$ cat config.mk
export PLATFORM = sky130hd
export DESIGN_NAME = bitslice_array
export DESIGN_NICKNAME = d
export VERILOG_FILES = /design/src/rtl/bsa_pkg.sv /design/src/rtl/bsa_decode.sv /design/src/rtl/bsa_slice.sv /design/src/rtl/bitslice_array.sv
export SDC_FILE = /design/constraint.sdc
export NUM_CORES = 1
export LEC_CHECK = 0
export BUFFER_PORTS_ARGS = -buffer_cell sky130_fd_sc_hd__buf_4
export CORE_MARGIN = 5
export CORE_UTILIZATION = 30
export DETAILED_ROUTE_END_ITERATION = 7
export GPL_TIMING_DRIVEN = 0
export PLACE_DENSITY_LB_ADDON = 0.08
export SLEW_MARGIN = 10
export SYNTH_ARGS = -nofsm -noshare
export SYNTH_HDL_FRONTEND = slang
export SYNTH_SLANG_ARGS = --single-unit
$ cat constraint.sdc
create_clock -name clk -period 20.4 [get_ports clk]
set_input_delay 2.04 -clock clk [delete_from_list [all_inputs] [get_ports clk]]
set_output_delay 2.04 -clock clk [all_outputs]
set_load 0.02 [all_outputs]
$ cat src/rtl/bsa_pkg.sv
package bsa_pkg;

    localparam int SLICE_W = 2;
    localparam int NREG    = 12;
    localparam int SEL_AC  = 11;

    typedef enum logic [2:0] {
        G_ADDR = 3'd0,
        G_STEP = 3'd1,
        G_AND  = 3'd2,
        G_OR   = 3'd3,
        G_XNR  = 3'd4,
        G_XNM  = 3'd5,
        G_ADDI = 3'd6,
        G_SHR  = 3'd7
    } grp_e;

    typedef struct packed {
        grp_e       grp;
        logic [3:0] sel;
        logic       valid;
        logic       arith;
        logic       shift;
        logic       wr_acc;
        logic       wr_mar;
    } ctrl_t;

endpackage

$ cat src/rtl/bsa_decode.sv
module bsa_decode
    import bsa_pkg::*;
(
    input  logic [6:0] func,
    output ctrl_t      ctl
);

    always_comb begin
        ctl        = '0;
        ctl.grp    = grp_e'(func[6:4]);
        ctl.sel    = func[3:0];
        ctl.valid  = (func[3:0] < 4'(NREG));
        unique case (ctl.grp)
            G_ADDR: begin
                ctl.arith  = 1'b1;
                ctl.wr_acc = 1'b1;
            end
            G_STEP: begin
                ctl.arith  = 1'b1;
                ctl.wr_mar = 1'b1;
            end
            G_ADDI: ctl.arith = 1'b1;
            G_SHR:  ctl.shift = 1'b1;
            default: ;
        endcase
    end

endmodule

$ cat src/rtl/bsa_slice.sv
module bsa_slice
    import bsa_pkg::*;
(
    input  logic               clk,
    input  logic               rst_n,
    input  ctrl_t              ctl,
    input  logic [SLICE_W-1:0] m,
    input  logic [SLICE_W-1:0] i,
    input  logic [SLICE_W-1:0] k,
    input  logic               ci,
    input  logic               li,
    output logic               co,
    output logic               ro,
    output logic [SLICE_W-1:0] mar_q,
    output logic [SLICE_W-1:0] ac_q
);

    logic [SLICE_W-1:0] regs [NREG];
    logic [3:0]         idx;
    logic [SLICE_W-1:0] rsel, opa, bsrc, opb, res;
    logic [SLICE_W:0]   sum;

    assign ac_q = regs[SEL_AC];

    always_comb begin
        idx  = ctl.valid ? ctl.sel : 4'd0;
        rsel = ctl.valid ? regs[idx] : '0;
        unique case (ctl.grp)
            G_XNM:   opa = m;
            G_ADDI:  opa = i;
            default: opa = rsel;
        endcase
        bsrc = (ctl.grp == G_STEP) ? '1 : regs[SEL_AC];
        opb  = bsrc & k;
        sum  = {1'b0, opa} + {1'b0, opb} + {{SLICE_W{1'b0}}, ci};
    end

    always_comb begin
        unique case (ctl.grp)
            G_ADDR, G_STEP, G_ADDI: res = sum[SLICE_W-1:0];
            G_AND:                  res = opa & opb;
            G_OR:                   res = opa | opb;
            G_XNR, G_XNM:           res = ~(opa ^ opb);
            G_SHR:                  res = {li, rsel[SLICE_W-1:1]};
            default:                res = '0;
        endcase
        if (!ctl.valid)     co = ci;
        else if (ctl.arith) co = sum[SLICE_W];
        else if (ctl.shift) co = ci;
        else                co = ci | (|res);
        ro = (ctl.valid && ctl.shift) ? rsel[0] : 1'b0;
    end

    always_ff @(posedge clk or negedge rst_n) begin
        if (!rst_n) begin
            for (int r = 0; r < NREG; r++) regs[r] <= '0;
            mar_q <= '0;
        end else if (ctl.valid) begin
            regs[idx] <= res;
            if (ctl.wr_acc) regs[SEL_AC] <= res;
            if (ctl.wr_mar) mar_q <= rsel | k;
        end
    end

    // address register takes register OR mask
    a_r5_mar_load: assert property (@(posedge clk) disable iff (!rst_n)
        (ctl.valid && ctl.grp == G_STEP) |=> (mar_q == ($past(rsel) | $past(k))));

    // address register changes only in the step group
    a_r10_mar_hold: assert property (@(posedge clk) disable iff (!rst_n)
        !(ctl.valid && ctl.grp == G_STEP) |=> $stable(mar_q));

    // add-register result also lands in the accumulator
    a_r4_acc_both: assert property (@(posedge clk) disable iff (!rst_n)
        (ctl.valid && ctl.grp == G_ADDR) |=> (ac_q == $past(res)));

endmodule

$ cat src/rtl/bitslice_array.sv
module bitslice_array
    import bsa_pkg::*;
#(
    parameter  int SLICES = 8,
    localparam int W      = SLICES * SLICE_W
) (
    input  logic         clk,
    input  logic         rst_n,
    input  logic [6:0]   func,
    input  logic [W-1:0] m_bus,
    input  logic [W-1:0] i_bus,
    input  logic [W-1:0] k_bus,
    input  logic         ci,
    input  logic         li,
    output logic         co,
    output logic         ro,
    output logic [W-1:0] a_bus,
    output logic [W-1:0] d_bus
);

    ctrl_t ctl;
    logic  cy_c [SLICES+1];
    logic  sh_c [SLICES+1];

    bsa_decode dec_i (
        .func (func),
        .ctl  (ctl)
    );

    assign cy_c[0]      = ci;
    assign sh_c[SLICES] = li;

    for (genvar s = 0; s < SLICES; s++) begin : g_slice
        bsa_slice sl_i (
            .clk   (clk),
            .rst_n (rst_n),
            .ctl   (ctl),
            .m     (m_bus[s*SLICE_W +: SLICE_W]),
            .i     (i_bus[s*SLICE_W +: SLICE_W]),
            .k     (k_bus[s*SLICE_W +: SLICE_W]),
            .ci    (cy_c[s]),
            .li    (sh_c[s+1]),
            .co    (cy_c[s+1]),
            .ro    (sh_c[s]),
            .mar_q (a_bus[s*SLICE_W +: SLICE_W]),
            .ac_q  (d_bus[s*SLICE_W +: SLICE_W])
        );
    end

    assign co = cy_c[SLICES];
    assign ro = sh_c[0];

    // out-of-range select leaves visible storage alone
    a_r2_invalid_hold: assert property (@(posedge clk) disable iff (!rst_n)
        (func[3:0] > 4'd11) |=> ($stable(a_bus) && $stable(d_bus)));

    // out-of-range select passes carry through
    a_r2_carry_pass: assert property (@(posedge clk) disable iff (!rst_n)
        (func[3:0] > 4'd11) |-> (co == ci));

    // shift output idle outside the shift group
    a_r9_ro_idle: assert property (@(posedge clk) disable iff (!rst_n)
        (func[6:4] != 3'd7) |-> !ro);

endmodule

==> run_results.csv, run 1 <==
group,metric,value,unit
worst_hold_path,hold_start,"g_slice[1].sl_i.mar_q[0]$_DFFE_PN0P_",
placement,place_ws,476,ps
power,power_frac_seq,38.3,%
sta,hold_slack,467,ps
floorplanning,die_w,213,um
final_layout,drive_gt1_share,15.3,%
worst_hold_path,min_to,"g_slice[1].sl_i.mar_q[0]$_DFFE_PN0P_",
job,max-cap-violations,0,
cts,clockRootBuffer,"clkbuf_16",
placement,place_hpwl,43.4,mm
setup_path,rr_startpoint,"g_slice[0].sl_i.ac_q[0]$_DFFE_PN0P_",
routing,vias_per_cell,5.73,
sta,worstMarginPinSlew,1270,ps
floorplanning,die_y,213,um
sta,timing.fmax,0.0498,GHz
floorplanning,start_util,30.3,%
grt,grt_pass1_wl,83.5,mm
synth,async_reset_ff_share,100,%
power,p_sw,0.654,mW
power,vdd_ir_drop_max,0.0000659,V
synth,yosys.area.top_type,"dfrtp_1",
placement,placed_area,13800,um^2
final_layout,nets,1581,
final_layout,area_delta_synth_final,18.2,%
synth,synth_edf_count,0,
sta,worst_slack,327,ps
synth,netlist_area,12400,um^2
grt,grt_use_total,25.1,%
synth,seq_area_frac_synth,41.9,%
cts,ctsResizeCount,0,
routing,routed-via-count,11600,
power,p_comb_share,34.9,%
synth,ys_top_cells_by_area,"dfrtp_1 (42%), o21ai_0 (6.7%), nand2_1 (4.9%), mux2i_1 (4.4%), ha_1 (3.5%)",
setup_path,start_kind,"input pin",
sta,rsz0062_at_grt,"no",
grt,grt_start_max_net_pins,96,
cts,tritoncts,"yes",
synth,synthesis.nets,1460,
setup_path,cp.arrival,18030,ps
sta,fin_worst_skew,28.1,ps
routing,drt_first_pass_iters,6,
cts,hold_buffers,0,
setup_path,crit_slowest_cell,"a2111oi_0",
placement,gp_congestion,0.935,
floorplanning,rows,74,
setup_path,critical_path_peak_fanout,10,
setup_path,crit_path_end_kind,"primary output",
routing,drt_iter0_drc,1213,
sta,finalSetupViolCount,0,
grt,antenna_found_initial,0,
sta,fin_crit,20070,ps
synth,syn_area_per_cell,9.19,um^2
cts,clk_pin_slew,50,ps
worst_hold_path,hold_depth,2,
status,status,"completed",
cts,cts.path.max_buffers,3,
synth,yosys-top-cells-count,"dfrtp_1 (208), o21ai_0 (165), nand2_1 (161), nor2_1 (87), clkbuf_1 (68)",
cts,cts_buffers,26,
setup_path,r2r_end,"g_slice[7].sl_i.regs[17]$_DFFE_PN0P_",
grt,grt_overflow,0,
setup_path,r2r_cells,49,
sta,period_share,98.4,%
setup_path,critical_path_required,18360,ps
synth,yosys_warnings,0,
power,clockPowerShare,26.7,%
floorplanning,die_area,45500,um^2
setup_path,rrSetupSlack,5500,ps
routing,drc,0,
power,powerDensity,116,nW/um^2
sta,finalMaxSlewViolations,0,
power,switching_share,38.5,%
floorplanning,pin_count,93,
power,power,1.70,mW
grt,grt_pass1_vias,11400,
synth,synth_top_area_share,41.9,%
placement,numPlacedInstances,1977,
routing,drt_wl_total,58.3,mm
synth,ys_ff_latch,208,
synth,synthFlopType,"dfrtp_1",
routing,ant_nets,0,
worst_hold_path,hp-class,"flip-flop to flip-flop",
floorplanning,coreArea,40900,um^2
synth,ys_types,74,
sta,relSlewSlack,13.2,%
sta,tns,0,ps
setup_path,critPathMostFrequentCell,"fa_1",
power,p_int,1.04,mW
cts,h-tree-depth,1,
final_layout,stdcell_count,2027,
power,power_leakage,6.32,nW
placement,numPortBuffers,92,
final_layout,postLayoutCellArea,14700,um^2
cts,post_cts_buffers,0,
synth,synth_most_common_cell,"dfrtp_1",
setup_path,critPathMaxStageDelay,1100,ps
synth,syn_inst,1350,
setup_path,path_class,"input pin to primary output",
cts,clock-sinks,208,
routing,routedWlPerCell,28.7,um
cts,clk_latency,570,ps
final_layout,post-route-util,35.8,%
sta,hold_viol_final,0,
==> layer usage <==
layer	share of wire, %	wire [um]	vias to the layer above	global-route usage (%)
met5	0	0	-	0
met4	2.3	1350	0	6.01
met3	6.8	3950	84	4.51
met2	45	26100	437	38.4
met1	46	26900	5927	37.1
li1	-	-	5163	-
==> area by class of cell <==
cell class | instances | area, um^2
Buffer | 133 | 714
Antenna cell | 4 | 10.0
Clock buffer | 41 | 767
Clock inverter | 7 | 53.8
Fill cell | 4297 | 26300
Timing Repair Buffer | 95 | 758
Multi-Input combinational cell | 967 | 6340
Inverter | 40 | 150
Tap cell | 532 | 666
Sequential cell | 208 | 5200
==> worst max-delay path by stage <==
stage / depth (start not counted) / end / from
2_1_floorplan: 54 / co / func[2]
3_3_place_gp: 52 / co / func[2]
3_5_place_dp: 52 / co / func[2]
4_1_cts: 52 / co / func[2]
5_1_grt: 56 / co / func[2]
6_report: 48 / co / func[2]
==> cells by family after synthesis <==
family	after synthesis	share of synthesized area [%]
AOI/OAI and AO/OA	480	25.5
and+or+nand+nor	368	13.6
DFF	208	41.9
buffers and inverters	175	7.02
muxes	68	5.90
adders and majority gates	51	6.11
==> critical path, delay by kind of cell <==
| kind | cells | cell delay, ps |
|---|---|---|
| buffers and inverters | 10 | 2960 |
| adders and majority gates | 14 | 5390 |
| and+or+nand+nor | 4 | 1270 |
| AOI/OAI and AO/OA | 20 | 6270 |
==> power groups by stage <==
stage                     registers (mW)  logic [mW]  clock network [mW]
after floorplan                    0.629       0.366                   0
after global placement             0.653       0.582                   0
after detailed placement           0.655       0.590                   0
after CTS                          0.649       0.591               0.463
after global routing               0.666       0.650               0.478
final                              0.651       0.593               0.454
==> sequential cells by signal, summed over array words and instances, names as in the netlist <==
signal and cells:
g_slice.sl_i.regs 176, g_slice.sl_i.ac_q 16, g_slice.sl_i.mar_q 16
==> layout by cell type, fill, tap and decap left out, types with 27 or more instances in the layout <==
cell type and instances:
a21oi_1 55, a31oi_1 43, buf_2 27, buf_4 118, clkbuf_1 76, dfrtp_1 208, ha_1 35, inv_1 40
mux2i_1 54, nand2_1 161, nor2_1 87, o21ai_0 165, o221ai_1 28, o31ai_1 30
Power figures use the tool's default switching activity.
==> run 2: changes to the inputs <==
--- a/config.mk
+++ b/config.mk
@@ -11,6 +11,7 @@
 export DETAILED_ROUTE_END_ITERATION = 7
 export GPL_TIMING_DRIVEN = 0
 export PLACE_DENSITY_LB_ADDON = 0.08
+export RECOVER_POWER = 25
 export SLEW_MARGIN = 10
 export SYNTH_ARGS = -nofsm -noshare
 export SYNTH_HDL_FRONTEND = slang
==> constraint.sdc (replaced) <==
create_clock -name clk -period 20.1 [get_ports clk]
set_input_delay 1.005 -clock clk [delete_from_list [all_inputs] [get_ports clk]]
set_output_delay 1.005 -clock clk [all_outputs]
set_load 0.02 [all_outputs]
==> run_results.csv, run 2 (same netlist as run 1, synthesis figures left out) <==
group,metric,value,unit
sta,period_share,90.1,%
sta,timing.fmax,0.0552,GHz
power,powerDensity,118,nW/um^2
setup_path,critical_path_required,19090,ps
floorplanning,coreArea,40900,um^2
sta,hold_slack,467,ps
grt,busiest_layer,"met2",
final_layout,final_common_cell,"dfrtp_1",
final_layout,area_delta_synth_final,17.8,%
grt,grt_pass1_vias,11400,
cts,cts_buffers,26,
final_layout,layout_common_cells,"dfrtp_1 (208), o21ai_0 (165), nand2_1 (161), buf_4 (118), nor2_1 (87)",
grt,use_met2,38.4,%
routing,ant_nets,0,
final_layout,drive_gt1_share,15.1,%
routing,drt_wl_total,58.4,mm
cts,clk_latency,570,ps
sta,rsz0062_at_grt,"no",
cts,hold_buffers,0,
floorplanning,die_w,213,um
sta,fin_crit,18100,ps
cts,h-tree-depth,1,
setup_path,path_class,"input pin to primary output",
sta,fin_worst_skew,28.8,ps
sta,relSlewSlack,-145,%
cts,tritoncts,"yes",
sta,hold_viol_final,0,
power,power_leakage,6.31,nW
final_layout,top_register,"g_slice.sl_i.regs",
final_layout,post-route-util,35.7,%
placement,numPortBuffers,92,
placement,place_hpwl,43.4,mm
cts,clk_pin_slew,50,ps
sta,worstMarginPinSlew,3670,ps
placement,numPlacedInstances,1977,
routing,routedWlPerCell,28.8,um
grt,grt_start_max_net_pins,96,
cts,post_cts_buffers,0,
setup_path,critPathMostFrequentCell,"fa_1",
setup_path,critical_path_peak_fanout,10,
grt,grt_overflow,0,
setup_path,rr_startpoint,"g_slice[0].sl_i.ac_q[0]$_DFFE_PN0P_",
final_layout,fillCellCount,4302,
setup_path,start_kind,"input pin",
worst_hold_path,hp-class,"flip-flop to flip-flop",
setup_path,r2r_cells,49,
cts,clock-sinks,208,
sta,finalMaxSlewViolations,116,
floorplanning,die_y,213,um
setup_path,r2r_end,"g_slice[7].sl_i.regs[17]$_DFFE_PN0P_",
placement,gp_congestion,0.935,
setup_path,critPathMaxStageDelay,810,ps
status,violations,"capacitance limit, slew limit",
setup_path,rrSetupSlack,5120,ps
setup_path,cp.arrival,17100,ps
final_layout,nets,1583,
power,vdd_ir_drop_max,0.0000670,V
setup_path,path_buf_inv,9,
grt,grt_use_met3,4.51,%
status,status,"complete, but fails checks",
routing,drt_iter0_drc,1214,
final_layout,largest_reg_flops,176,
grt,grt_use_total,25.1,%
grt,grt_pass1_wl,83.5,mm
sta,finalSetupViolCount,0,
floorplanning,die_area,45500,um^2
setup_path,crit_family,"adder cells",
power,power,1.72,mW
routing,drt_first_pass_iters,8,
worst_hold_path,hold_start,"g_slice[1].sl_i.mar_q[0]$_DFFE_PN0P_",
floorplanning,pin_count,93,
cts,ctsResizeCount,0,
cts,clockRootBuffer,"clkbuf_16",
routing,drc,0,
routing,vias_per_cell,5.76,
job,max-cap-violations,2,
worst_hold_path,hold_depth,2,
setup_path,crit_slowest_cell,"clkbuf_1",
grt,antenna_found_initial,0,
setup_path,crit_path_end_kind,"primary output",
worst_hold_path,min_to,"g_slice[1].sl_i.mar_q[0]$_DFFE_PN0P_",
floorplanning,start_util,30.3,%
final_layout,stdcell_count,2026,
floorplanning,rows,74,
grt,met1_usage,37.1,%
sta,tns,0,ps
routing,routed-via-count,11700,
cts,cts.path.max_buffers,3,
==> run 2: worst max path at each step <==
stage             from  to  cells after the start
6_report       func[2]  co                     52
5_1_grt        func[0]  co                     56
4_1_cts        func[2]  co                     52
3_5_place_dp   func[2]  co                     52
3_3_place_gp   func[2]  co                     52
2_1_floorplan  func[2]  co                     54
==> run 2: area by class of cell <==
| type | instances | area (um^2) | share of cell area, % |
|---|---|---|---|
| diodes | 1 | 2.50 | 0.0171 |
| plain buffers | 135 | 721 | 4.93 |
| clock buffers | 41 | 767 | 5.24 |
| clock inverters | 7 | 53.8 | 0.368 |
| inverters | 40 | 150 | 1.03 |
| multi-input cells | 967 | 6340 | 43.3 |
| flip-flops and latches | 208 | 5200 | 35.6 |
| well taps | 532 | 666 | 4.55 |
| repair buffers | 95 | 723 | 4.95 |
==> run 2: worst register-to-register path, delay by kind of cell, from the launching register on <==
kind	cells	cell delay (ps)
AOI/OAI and AO/OA	22	6230
adders and majority gates	16	6440
buffers and inverters	5	710
DFF	1	440
muxes	1	200
and+or+nand+nor	5	780
==> run 2: metrics by stage <==
step / setup WS (ps) / instance area [um^2]
6_report: 2000 / 14600
3_3_place_gp: 2250 / 13800
3_5_place_dp: 2250 / 13800
4_1_cts: 2240 / 14700
5_1_grt: 1620 / 14600
2_1_floorplan: 5790 / 12400
==> run 2: power by group <==
group          switching, mW  total [mW]  internal, mW
clock                  0.197       0.460         0.262
sequential            0.0972       0.661         0.563
combinational          0.368       0.602         0.234
==> run 2: metal layers <==
| layer | up-vias | part of all wire [%] |
|---|---|---|
| met5 | - | 0 |
| met4 | 0 | 2.5 |
| met3 | 94 | 6.9 |
| met2 | 493 | 45 |
| met1 | 5930 | 46 |
| li1 | 5159 | - |
